[src/rtl/aud_ser_pkg.sv]
package aud_ser_pkg;

  typedef enum logic [1:0] {
    MODE_SLAVE = 2'b00,
    MODE_X512  = 2'b01,
    MODE_X384  = 2'b10,
    MODE_X256  = 2'b11
  } clk_mode_e;

  // System clocks per bit-clock half period in master mode
  function automatic logic [2:0] bck_half(input logic [1:0] m);
    case (m)
      2'b01:   return 3'd4;
      2'b10:   return 3'd3;
      default: return 3'd2;
    endcase
  endfunction

endpackage

[src/rtl/aud_ser_mclk.sv]
module aud_ser_mclk
  import aud_ser_pkg::*;
#(
  parameter int unsigned FRM_BITS = 64
) (
  input  logic       clk_i,
  input  logic       rst_ni,
  input  logic       en_i,
  input  logic [1:0] mode_i,
  input  logic       fmt_i,
  output logic       bck_o,
  output logic       ws_o,
  output logic       tick_o,
  output logic       ws_nxt_o
);
  localparam int unsigned BIT_W = $clog2(FRM_BITS);
  localparam logic [BIT_W-1:0] BIT_LAST = BIT_W'(FRM_BITS - 1);
  localparam logic [BIT_W-1:0] HALF_B   = BIT_W'(FRM_BITS / 2);

  logic [2:0]       cnt_q, half_m1;
  logic [BIT_W-1:0] bit_q, bit_nxt;
  logic             bck_q, ws_q, ws_nxt, wrap;

  always_comb begin
    half_m1 = bck_half(mode_i) - 3'd1;
    wrap    = cnt_q >= half_m1;
    bit_nxt = (bit_q == BIT_LAST) ? '0 : bit_q + 1'b1;
    // left half gets the level selected by the format
    ws_nxt  = (bit_nxt < HALF_B) ? fmt_i : ~fmt_i;
    tick_o  = en_i && wrap && bck_q;
  end

  always_ff @(posedge clk_i or negedge rst_ni) begin
    if (!rst_ni) begin
      cnt_q <= '0;
      bck_q <= 1'b0;
      ws_q  <= 1'b0;
      bit_q <= BIT_LAST;
    end else if (!en_i) begin
      cnt_q <= '0;
      bck_q <= 1'b0;
      ws_q  <= 1'b0;
      bit_q <= BIT_LAST;
    end else if (wrap) begin
      cnt_q <= '0;
      bck_q <= ~bck_q;
      if (bck_q) begin
        bit_q <= bit_nxt;
        ws_q  <= ws_nxt;
      end
    end else begin
      cnt_q <= cnt_q + 3'd1;
    end
  end

  assign bck_o    = bck_q;
  assign ws_o     = ws_q;
  assign ws_nxt_o = ws_nxt;
endmodule

[src/rtl/aud_ser_slv_mon.sv]
module aud_ser_slv_mon #(
  parameter int unsigned FRM_BITS   = 64,
  parameter int unsigned SHORT_BITS = 48,
  parameter int unsigned RATIO_LO   = 256,
  parameter int unsigned RATIO_MID  = 384,
  parameter int unsigned RATIO_HI   = 512
) (
  input  logic clk_i,
  input  logic rst_ni,
  input  logic bck_i,
  input  logic ws_i,
  output logic tick_o,
  output logic lock_o
);
  localparam int unsigned CLK_W  = $clog2(RATIO_HI) + 1;
  localparam int unsigned BCNT_W = $clog2(FRM_BITS) + 1;

  logic              bck_q, ws_tk_q, lock_q;
  logic [CLK_W-1:0]  clk_cnt_q;
  logic [BCNT_W-1:0] bit_cnt_q;
  logic              tick, frm_start, clk_sat, r_lo, r_mid, r_hi, len_ok;

  always_comb begin
    tick      = bck_q & ~bck_i;
    frm_start = tick & ws_i & ~ws_tk_q;
    clk_sat   = &clk_cnt_q;
    r_lo      = clk_cnt_q == CLK_W'(RATIO_LO - 1);
    r_mid     = clk_cnt_q == CLK_W'(RATIO_MID - 1);
    r_hi      = clk_cnt_q == CLK_W'(RATIO_HI - 1);
    len_ok    = ((bit_cnt_q == BCNT_W'(FRM_BITS - 1)) && (r_lo || r_mid || r_hi)) ||
                ((bit_cnt_q == BCNT_W'(SHORT_BITS - 1)) && r_mid);
  end

  always_ff @(posedge clk_i or negedge rst_ni) begin
    if (!rst_ni) begin
      bck_q     <= 1'b0;
      ws_tk_q   <= 1'b0;
      lock_q    <= 1'b0;
      clk_cnt_q <= '0;
      bit_cnt_q <= '0;
    end else begin
      bck_q <= bck_i;
      if (tick) ws_tk_q <= ws_i;
      if (frm_start) begin
        clk_cnt_q <= '0;
        bit_cnt_q <= '0;
        lock_q    <= len_ok;
      end else begin
        if (!clk_sat) clk_cnt_q <= clk_cnt_q + 1'b1;
        else          lock_q    <= 1'b0;
        if (tick && !(&bit_cnt_q)) bit_cnt_q <= bit_cnt_q + 1'b1;
      end
    end
  end

  assign tick_o = tick;
  assign lock_o = lock_q;
endmodule

[src/rtl/aud_ser_shift.sv]
module aud_ser_shift #(
  parameter int unsigned SMP_W    = 24,
  parameter int unsigned FRM_BITS = 64
) (
  input  logic             clk_i,
  input  logic             rst_ni,
  input  logic             tick_i,
  input  logic             ws_i,
  input  logic             fmt_i,
  input  logic             en_i,
  input  logic             zero_i,
  input  logic [SMP_W-1:0] smp_l_i,
  input  logic [SMP_W-1:0] smp_r_i,
  input  logic             smp_vld_i,
  output logic             dat_o
);
  localparam int unsigned SLOT_W = $clog2(FRM_BITS);
  localparam int unsigned IDX_W  = $clog2(SMP_W);
  localparam logic [SLOT_W-1:0] SLOT_MAX = '1;
  localparam logic [SLOT_W-1:0] SMP_LAST = SLOT_W'(SMP_W - 1);
  localparam logic [SLOT_W-1:0] SMP_CNT  = SLOT_W'(SMP_W);

  logic [SMP_W-1:0]  l_hold_q, r_hold_q, l_frm_q, r_frm_q, cur_w, prv_w;
  logic [SLOT_W-1:0] slot_q, slot_n;
  logic              ws_tk_q, dat_q, new_half, left_now, enter_left, bit_v;
  logic [IDX_W-1:0]  idx;

  always_comb begin
    new_half   = ws_i != ws_tk_q;
    slot_n     = new_half ? '0 : ((slot_q == SLOT_MAX) ? slot_q : slot_q + 1'b1);
    left_now   = ws_i == fmt_i;
    enter_left = new_half && left_now;
    cur_w      = left_now ? (enter_left ? l_hold_q : l_frm_q) : r_frm_q;
    prv_w      = left_now ? r_frm_q : l_frm_q;
    bit_v      = 1'b0;
    idx        = '0;
    if (fmt_i) begin
      if (slot_n < SMP_CNT) begin
        idx   = IDX_W'(SMP_LAST - slot_n);
        bit_v = cur_w[idx];
      end
    end else if (slot_n != '0 && slot_n <= SMP_CNT) begin
      idx   = IDX_W'(SMP_CNT - slot_n);
      bit_v = cur_w[idx];
    end else if (new_half && slot_q == SMP_LAST) begin
      // previous half was exactly one word long: its last bit spills here
      bit_v = prv_w[0];
    end
  end

  always_ff @(posedge clk_i or negedge rst_ni) begin
    if (!rst_ni) begin
      l_hold_q <= '0;
      r_hold_q <= '0;
      l_frm_q  <= '0;
      r_frm_q  <= '0;
      slot_q   <= '0;
      ws_tk_q  <= 1'b0;
      dat_q    <= 1'b0;
    end else begin
      if (smp_vld_i) begin
        l_hold_q <= smp_l_i;
        r_hold_q <= smp_r_i;
      end
      if (tick_i) begin
        ws_tk_q <= ws_i;
        slot_q  <= slot_n;
        dat_q   <= bit_v & en_i & ~zero_i;
        if (enter_left) begin
          l_frm_q <= l_hold_q;
          r_frm_q <= r_hold_q;
        end
      end
    end
  end

  assign dat_o = dat_q;
endmodule

[src/rtl/aud_ser_tx.sv]
module aud_ser_tx
  import aud_ser_pkg::*;
#(
  parameter int unsigned SMP_W      = 24,
  parameter int unsigned FRM_BITS   = 64,
  parameter int unsigned SHORT_BITS = 48,
  parameter int unsigned RATIO_LO   = 256,
  parameter int unsigned RATIO_MID  = 384,
  parameter int unsigned RATIO_HI   = 512
) (
  input  logic             clk_i,
  input  logic             rst_ni,
  input  logic [1:0]       mode_i,
  input  logic             fmt_i,
  input  logic [SMP_W-1:0] smp_l_i,
  input  logic [SMP_W-1:0] smp_r_i,
  input  logic             smp_vld_i,
  input  logic             zero_i,
  input  logic             bck_i,
  input  logic             ws_i,
  output logic             bck_o,
  output logic             ws_o,
  output logic             dat_o
);
  clk_mode_e mode;
  logic      master, m_tick, m_ws_nxt, s_tick, s_lock, tick, ws_eng, en;

  assign mode   = clk_mode_e'(mode_i);
  assign master = mode != MODE_SLAVE;

  aud_ser_mclk #(.FRM_BITS(FRM_BITS)) u_mclk (
    .clk_i    (clk_i),
    .rst_ni   (rst_ni),
    .en_i     (master),
    .mode_i   (mode_i),
    .fmt_i    (fmt_i),
    .bck_o    (bck_o),
    .ws_o     (ws_o),
    .tick_o   (m_tick),
    .ws_nxt_o (m_ws_nxt)
  );

  aud_ser_slv_mon #(
    .FRM_BITS   (FRM_BITS),
    .SHORT_BITS (SHORT_BITS),
    .RATIO_LO   (RATIO_LO),
    .RATIO_MID  (RATIO_MID),
    .RATIO_HI   (RATIO_HI)
  ) u_slv (
    .clk_i  (clk_i),
    .rst_ni (rst_ni),
    .bck_i  (bck_i),
    .ws_i   (ws_i),
    .tick_o (s_tick),
    .lock_o (s_lock)
  );

  assign tick   = master ? m_tick : s_tick;
  assign ws_eng = master ? m_ws_nxt : ws_i;
  assign en     = master | s_lock;

  aud_ser_shift #(.SMP_W(SMP_W), .FRM_BITS(FRM_BITS)) u_shift (
    .clk_i     (clk_i),
    .rst_ni    (rst_ni),
    .tick_i    (tick),
    .ws_i      (ws_eng),
    .fmt_i     (fmt_i),
    .en_i      (en),
    .zero_i    (zero_i),
    .smp_l_i   (smp_l_i),
    .smp_r_i   (smp_r_i),
    .smp_vld_i (smp_vld_i),
    .dat_o     (dat_o)
  );
endmodule

[config.mk]
export PLATFORM = sky130hd
export DESIGN_NAME = aud_ser_tx
export DESIGN_NICKNAME = d
export VERILOG_FILES = /design/src/rtl/aud_ser_pkg.sv /design/src/rtl/aud_ser_mclk.sv /design/src/rtl/aud_ser_slv_mon.sv /design/src/rtl/aud_ser_shift.sv /design/src/rtl/aud_ser_tx.sv
export SDC_FILE = /design/constraint.sdc
export NUM_CORES = 1
export LEC_CHECK = 0
export BUFFER_PORTS_ARGS = -buffer_cell sky130_fd_sc_hd__buf_2
export CAP_MARGIN = 40
export CORE_AREA = 2 2 232 120
export CTS_BUF_LIST = sky130_fd_sc_hd__clkbuf_4
export DETAILED_ROUTE_END_ITERATION = 10
export DIE_AREA = 0 0 234 122
export GPL_ROUTABILITY_DRIVEN = 0
export PLACE_DENSITY_LB_ADDON = 0.3
export SETUP_SLACK_MARGIN = 0.02
export SKIP_LAST_GASP = 1
export SYNTH_ARGS = -nofsm -noshare
export SYNTH_HDL_FRONTEND = slang
export SYNTH_SLANG_ARGS = --single-unit
export TNS_END_PERCENT = 1
[constraint.sdc]
create_clock -name clk_i -period 3.3 [get_ports clk_i]
set_input_delay 0.165 -clock clk_i [delete_from_list [all_inputs] [get_ports clk_i]]
set_output_delay 0.165 -clock clk_i [all_outputs]
set_load 0.02 [all_outputs]
# [Word-level counts from Yosys, hierarchy flattened]
# Index checks and enable logic that the tools add are counted.
[totals] regBits=135 latch_bits=0 ramBits=0 mem_bits_ro=0 inputBits=57 out_inout_bits=3 elab_cells=110 mem_count=0
[classes] add_sub_neg=8 mul=0 div_mod_pow=0 n_lt_le_gt_ge=6 eq_ne=15 n_shift=0 n_mux=34 bitwise=11 n_reduce_logical=20
[ops] op="2-to-1 mux 24 bit" count=2
[ops] op="2-to-1 mux 6 bit" count=6
[ops] op="equality test 10 x 9 -> 1 bit (second input constant)" count=2
[ops] op="2-to-1 mux 10 bit" count=2
[ops] op="2-to-1 mux 1 bit" count=17
[ops] op="equality test 7 x 6 -> 1 bit (second input constant)" count=2
[ops] op="2-to-1 mux 7 bit" count=2
[ops] op="adder 6 x 1 -> 6 bit (second input constant)" count=2
[ops] op="equality test 6 bit (second input constant)" count=2
[ops] op="< comparator 5 x 6 -> 1 bit (second input constant)" count=2
[ops] op="adder 10 x 1 -> 10 bit (second input constant)" count=1
[ops] op="binary-select mux 1 bit (select 5 bit)" count=2
[ops] op="equality test 10 x 8 -> 1 bit (second input constant)" count=1
[ops] op="AND reduction 10 bit" count=1
[ops] op="subtractor 5 bit (first input constant)" count=2
[ops] op="logical AND 1 bit" count=8
[ops] op="adder 7 x 1 -> 7 bit (second input constant)" count=1
[ops] op="AND reduction 7 bit" count=1
[ops] op="equality test 6 x 5 -> 1 bit (second input constant)" count=1
[ops] op="<= comparator 6 x 5 -> 1 bit (second input constant)" count=1
[ops] op="< comparator 6 x 5 -> 1 bit (second input constant)" count=1
[ops] op="< comparator 6 bit (second input constant)" count=1
[ops] op="2-to-1 mux 3 bit" count=2
[ops] op="!= test 2 x 1 -> 1 bit (second input constant)" count=3
[ops] op="16 further kinds" count=29

# [Logic depth before layout (Yosys ltp)]
[logic_depth] ltp_word=15 depth_mapped=17 depth_no_buf=15

# [Cells and area by module]
# From an unflattened synthesis, not the netlist that was laid out.
[unflattened] hier_cells=656 area_unflattened_um2=7268.2
[modules_own_cells] module="aud_ser_shift" n_inst=1 cells_per_inst=479 area_each_um2=5509.0 seq_area_each_um2=2602.5
[modules_own_cells] module="aud_ser_slv_mon" n_inst=1 cells_per_inst=98 area_each_um2=1026.0 seq_area_each_um2=500.5
[modules_own_cells] module="aud_ser_mclk" n_inst=1 cells_per_inst=74 area_each_um2=694.4 seq_area_each_um2=282.8
[modules_own_cells] module="aud_ser_tx" n_inst=1 cells_per_inst=5 area_each_um2=38.8 seq_area_each_um2=0.0

# [Worst setup path after synthesis]
# Ideal clock, no wire load.
[synth_timing] path_type="flip-flop to flip-flop" startpoint="register u_mclk.bit_q[0]" endpoint="register u_shift.dat_q (netlist: u_shift.dat_o)" setup_time_ns=0.132 t_arrival_ns=3.248 required_ns=3.168 path_slack_ns=-0.079 stages_incl_launch_ff=16 path_buffers=2 synth_period_minus_slack_ns=3.379 cell_sequence="dfstp_2 ha_1 a21oi_1 o21a_4 a22o_2 nor4_2 buf_2 inv_1 ha_1 buf_2 xnor2_1 a2111oi_2 o32ai_1 a32oi_1 o221ai_2 o211ai_2"
[synth_between] elab_chain_cells=15 word_cells_on_any_way=30 classes_between="add/sub: 3; order compare: 3; eq/ne: 3; mux: 15; bitwise: 2; reduce/logical: 4"
[synth_rtl] element="start, declared" line="aud_ser_mclk.sv:21" source="logic [BIT_W-1:0] bit_q, bit_nxt;"
[synth_rtl] element="start signal, assigned" line="aud_ser_mclk.sv:48" source="bit_q <= bit_nxt;"
[synth_rtl] element="adder 6 x 1 -> 6 bit / equality test 6 bit (equally long branches)" line="aud_ser_mclk.sv:27" source="bit_nxt = (bit_q == BIT_LAST) ? '0 : bit_q + 1'b1;"
[synth_rtl] element="2-to-1 mux 6 bit *" line="aud_ser_mclk.sv:27"
[synth_rtl] element="< comparator 6 bit *" line="aud_ser_mclk.sv:29" source="ws_nxt = (bit_nxt < HALF_B) ? fmt_i : ~fmt_i;"
[synth_rtl] element="2-to-1 mux 1 bit *" line="aud_ser_mclk.sv:29"
[synth_rtl] element="2-to-1 mux 1 bit *" line="aud_ser_tx.sv:59" source="assign ws_eng = master ? m_ws_nxt : ws_i;"
[synth_rtl] element="parallel branches: the longest is 7 deep, another holds subtractor 5 bit"
[synth_rtl] element="2-to-1 mux 1 bit *" line="aud_ser_shift.sv:37" source="if (fmt_i) begin"
[synth_rtl] element="bitwise AND 1 bit * (2 in a row)" line="aud_ser_shift.sv:68" source="dat_q <= bit_v & en_i & ~zero_i;"
[synth_rtl] element="end signal, assigned" line="aud_ser_shift.sv:68"
[synth_rtl] element="end, declared" line="aud_ser_shift.sv:25" source="logic ws_tk_q, dat_q, new_half, left_now, enter_left, bit_v;"
# Mark *: on every way between the ends. The select of a mux whose other input is x is not followed.
# A chain may end at the register's enable or synchronous reset.

# [Worst setup path after layout]
[layout_timing] startpoint="register u_mclk.bit_q[0]" endpoint="register u_shift.dat_q (netlist: u_shift.dat_o)"
[layout_between] word_cells_on_any_way=30 classes_between="add/sub: 3; order compare: 3; eq/ne: 3; mux: 15; bitwise: 2; reduce/logical: 4"
[layout_rtl] element="adder 6 x 1 -> 6 bit / equality test 6 bit (equally long branches)" line="aud_ser_mclk.sv:27"
[layout_rtl] element="2-to-1 mux 6 bit *" line="aud_ser_mclk.sv:27"
[layout_rtl] element="< comparator 6 bit *" line="aud_ser_mclk.sv:29"
[layout_rtl] element="2-to-1 mux 1 bit *" line="aud_ser_mclk.sv:29"
[layout_rtl] element="2-to-1 mux 1 bit *" line="aud_ser_tx.sv:59"
[layout_rtl] element="!= test 1 bit *" line="aud_ser_shift.sv:29" source="new_half = ws_i != ws_tk_q;"
[layout_rtl] element="2-to-1 mux 6 bit *" line="aud_ser_shift.sv:30" source="slot_n = new_half ? '0 : ((slot_q == SLOT_MAX) ? slot_q : slot_q + 1'b1);"
[layout_rtl] element="named net u_shift.slot_n[3]" line="aud_ser_shift.sv:24" source="logic [SLOT_W-1:0] slot_q, slot_n;"
[layout_rtl] element="subtractor 5 bit, on equally long branches" line="aud_ser_shift.sv:43, aud_ser_shift.sv:39"
[layout_rtl] element="binary-select mux 1 bit (select 5 bit), on equally long branches" line="aud_ser_shift.sv:44, aud_ser_shift.sv:40"
[layout_rtl] element="2-to-1 mux 1 bit, on equally long branches" line="aud_ser_shift.sv:44, aud_ser_shift.sv:40"
[layout_rtl] element="2-to-1 mux 1 bit, on equally long branches" line="aud_ser_shift.sv:42, aud_ser_shift.sv:38"
[layout_rtl] element="2-to-1 mux 1 bit *" line="aud_ser_shift.sv:37"
[layout_rtl] element="bitwise AND 1 bit * (2 in a row)" line="aud_ser_shift.sv:68"
# The timed path passes the listed nets; every way through them passes the cells marked *. The select of a mux whose other input is x is not followed.

==> impl_metrics.csv <==
group,metric,value,unit
hold_path,hold_path.class,"input pin to register",
yosys,seq_area_frac_synth,0.447,
sta,finalHoldViolations,0,
route,top_layer_used,"met4",
die,die_area,28500,sq um
sta,worst_slack,0.133,ns
placed_design,hpwl,14600,microns
sta,final_min_period_over_clock_period,0.960,
layout,nFillCells,2678,
power_and_ir_drop,power.total,8.86,mW
critical_path,required,3.78,ns
clocking,cts-root-buf,"clkbuf_4",
critical_path,r2r_cells,14,
route,vias,6042,
critical_path,start_kind,"register",
yosys,synth_edf_count,0,
yosys,netlist_top_cells_area,"dfrtp_1 (43%), mux2_2 (16%), nand2_1 (3.2%)",
die,start_util,0.282,
clocking,cts_tree,"yes",
critical_path,path_cells,"buf_4 -> and3b_1 -> nand2_1 -> o211a_4 -> buf_4 -> nor3_4 -> o21ai_2 -> inv_1 -> ha_2 -> or4_1 -> a21oi_2 -> nor4_1 -> nand4_1 -> o211ai_2",
sta,finalMaxSlewViolations,0,
global_route,grt_pass1_vias,5632,
yosys,ys_types,81,
layout,drive_gt1_frac,0.340,
critical_path,cp_max_fo,6,
yosys,avgSynthCellArea,10.5,sq um
layout,layout.nets,942,
sta,skew,0.0247,ns
layout,multi_input_area,4090,sq um
die,die_x,234,microns
sta,rsz0062_at_grt,"no",
layout,layout_common_cells,"dfrtp_1 (129), mux2_2 (105), nand2_1 (65)",
clocking,cts_made_buffers,17,
layout,antenna_cells,0,
yosys,syn_nets,791,
route,dr.pass1.iters,7,
clocking,h-tree-depth,4,
route,wl_met2,7330,microns
route,dr_wl_met3,1310,microns
yosys,syn_inst,720,
global_route,grt_pass1_wl,32400,microns
route,drt_wl_total,20300,microns
global_route,grt_overflow_total,0,
power_and_ir_drop,power_density,922,nW/um^2
job,drv_cap,0,
yosys,async_flop_share,1.00,
layout,final_common_cell,"dfrtp_1",
sta,setup_violations,0,
clocking,clock_sinks,135,
route,drc,0,
route,wirelength_met1,11500,microns
yosys,yosys_most_used_dff,"dfrtp_1",
die,rows,43,
hold_path,hold_depth,7,
layout,area_delta_synth_final,26.8,%
placed_design,post-place-ws,-0.0462,ns
critical_path,crit_type,"register to register",
placed_design,dp_cells,1157,
yosys,synth_top_area_share,0.426,
route,ant_nets,0,
yosys,yosys_warnings,0,
yosys,synth_area_leader_cell,"dfrtp_1",
sta,period_needed,3.17,ns
outcome,outcome,"finished, final reports clean",
global_route,grt_max_degree,85,
yosys,ys_seq_elements,135,
die,core,26800,sq um
die,die_h,122,microns
clocking,cts_buffer_depth,2,
critical_path,max_stage_delay,0.62,ns
critical_path,cp_slowest_cell,"dfstp_2",
power_and_ir_drop,p_leak,4.11,nW
critical_path,crit_top_cell,"buf_4",
sta,tightest_slew,0.821,ns
die,io_pins,60,
route,wl_per_cell,16.3,microns
power_and_ir_drop,vdd.ir_drop.worst,0.466,mV
global_route,track_usage,0.149,
layout,regArea,3390,sq um
placed_design,numPortBuffers,59,
layout,layout.cells.non_filler,1244,
sta,clock.fmax,316,MHz
sta,fin_setup_tns,0,ns
clocking,clk_pin_slew,0.13,ns
route,drtIter0Drc,443,
route,viasPerCell,4.86,
critical_path,cp.arrival,3.65,ns
yosys,syn_area,7580,sq um
global_route,antenna_found_initial,0,
sta,relSlewSlack,0.452,
clocking,clkLatencyLatePin,0.59,ns
critical_path,end_kind,"register",
flip-flops by register name (all words and copies together), names as in the netlist:
name / flops
u_mclk.bck_o: 1
u_mclk.bit_q: 6
u_mclk.cnt_q: 3
u_mclk.ws_o: 1
u_shift.dat_o: 1
u_shift.l_frm_q: 24
u_shift.l_hold_q: 24
u_shift.r_frm_q: 24
u_shift.r_hold_q: 24
u_shift.slot_q: 6
u_shift.ws_tk_q: 1
u_slv.bck_q: 1
u_slv.bit_cnt_q: 7
u_slv.clk_cnt_q: 10
u_slv.lock_o: 1
u_slv.ws_tk_q: 1
metrics by stage:
stage	utilization	instance area (sq um)	hold WS, ns
after floorplan	-	7610	-0.131
after global placement	0.323	8670	0.299
after detailed placement	0.323	8670	0.302
after CTS	0.353	9480	0.0984
after global routing	0.358	9610	0.155
final	0.358	9610	0.164
worst paths after layout:
| kind | from | end | slack, ns |
|---|---|---|---|
| min reg2reg | u_mclk.cnt_q[0]$_DFF_PN0_ | u_mclk.cnt_q[0]$_DFF_PN0_ | 0.49 |
| min in group asynchronous | rst_ni | u_mclk.cnt_q[1]$_DFF_PN0_ | 0.22 |
| min | zero_i | u_shift.dat_o$_DFFE_PN0P_ | 0.16 |
| max | u_mclk.bit_q[0]$_DFFE_PN1P_ | u_shift.dat_o$_DFFE_PN0P_ | 0.13 |
| max reg2reg | u_mclk.bit_q[0]$_DFFE_PN1P_ | u_shift.dat_o$_DFFE_PN0P_ | 0.13 |
| max in group asynchronous | rst_ni | u_shift.r_hold_q[7]$_DFFE_PN0P_ | 2.31 |
power by group:
group | internal [mW] | total (mW) | switching (mW)
Sequential | 2.17 | 2.62 | 0.451
Clock | 0.478 | 1.19 | 0.714
Combinational | 2.35 | 5.05 | 2.70
worst max-delay path, delay by kind of cell, from the launching register on:
kind / cells / cell delay, ns
simple gates: 6 / 1.29
fa+ha+maj: 1 / 0.31
flops: 1 / 0.62
compound gates: 4 / 0.49
buf+inv: 3 / 0.36
area by class of cell:
cell class | instances | area share
clock buffer | 18 | 0.0141
sequential | 135 | 0.352
multi-input combinational | 533 | 0.426
timing repair buffer | 169 | 0.138
inverter | 15 | 0.00586
clock inverter | 14 | 0.0169
tap | 360 | 0.0469
synth_stat cells, types with 3 or more instances:
cell type / n
dfrtp_1: 129
mux2_2: 105
nand2_1: 65
nor2_1: 57
a21oi_1: 28
o21ai_0: 24
mux2i_1: 19
buf_2: 17
nand3_1: 17
nor3_1: 16
inv_1: 15
ha_1: 14
xnor2_1: 13
nand2b_1: 12
clkbuf_1: 11
nand4_1: 10
xor2_1: 10
a31oi_1: 8
and3_1: 7
nor2b_1: 7
a21o_1: 6
dfstp_2: 6
nand3b_1: 6
o22ai_1: 6
a211oi_1: 5
a311oi_1: 5
a32oi_1: 5
o211ai_1: 5
o21ai_1: 5
o31ai_1: 5
and2_1: 4
buf_1: 4
nor3b_1: 4
nor4_1: 4
a211o_1: 3
and3b_1: 3
buf_4: 3
o211ai_2: 3
or3_1: 3
or4_1: 3
metal layers:
layer / global-route usage / vias to the layer above
met5: 0 / -
met4: 0.0301 / 0
met3: 0.0456 / 10
met2: 0.179 / 160
met1: 0.246 / 2929
li1: - / 2943
kinds of logic after synthesis:
family,count (synthesis),share of synthesized area
muxes,125,0.183
and+or+nand+nor,238,0.164
DFF,135,0.447
buffers and inverters,52,0.0312
adders and majority gates,14,0.0231
xor gates and xnor gates,23,0.0266
AOI/OAI and AO/OA,133,0.125
repair_timing:
action,4_1_cts,5_1_grt
buffers inserted,0,4
endpoints found under the setup margin,0,1
hold endpoints to repair,129,0
hold buffers,51,0
gates resized for setup,0,18
Note: power is estimated with default switching activity, not from simulation.
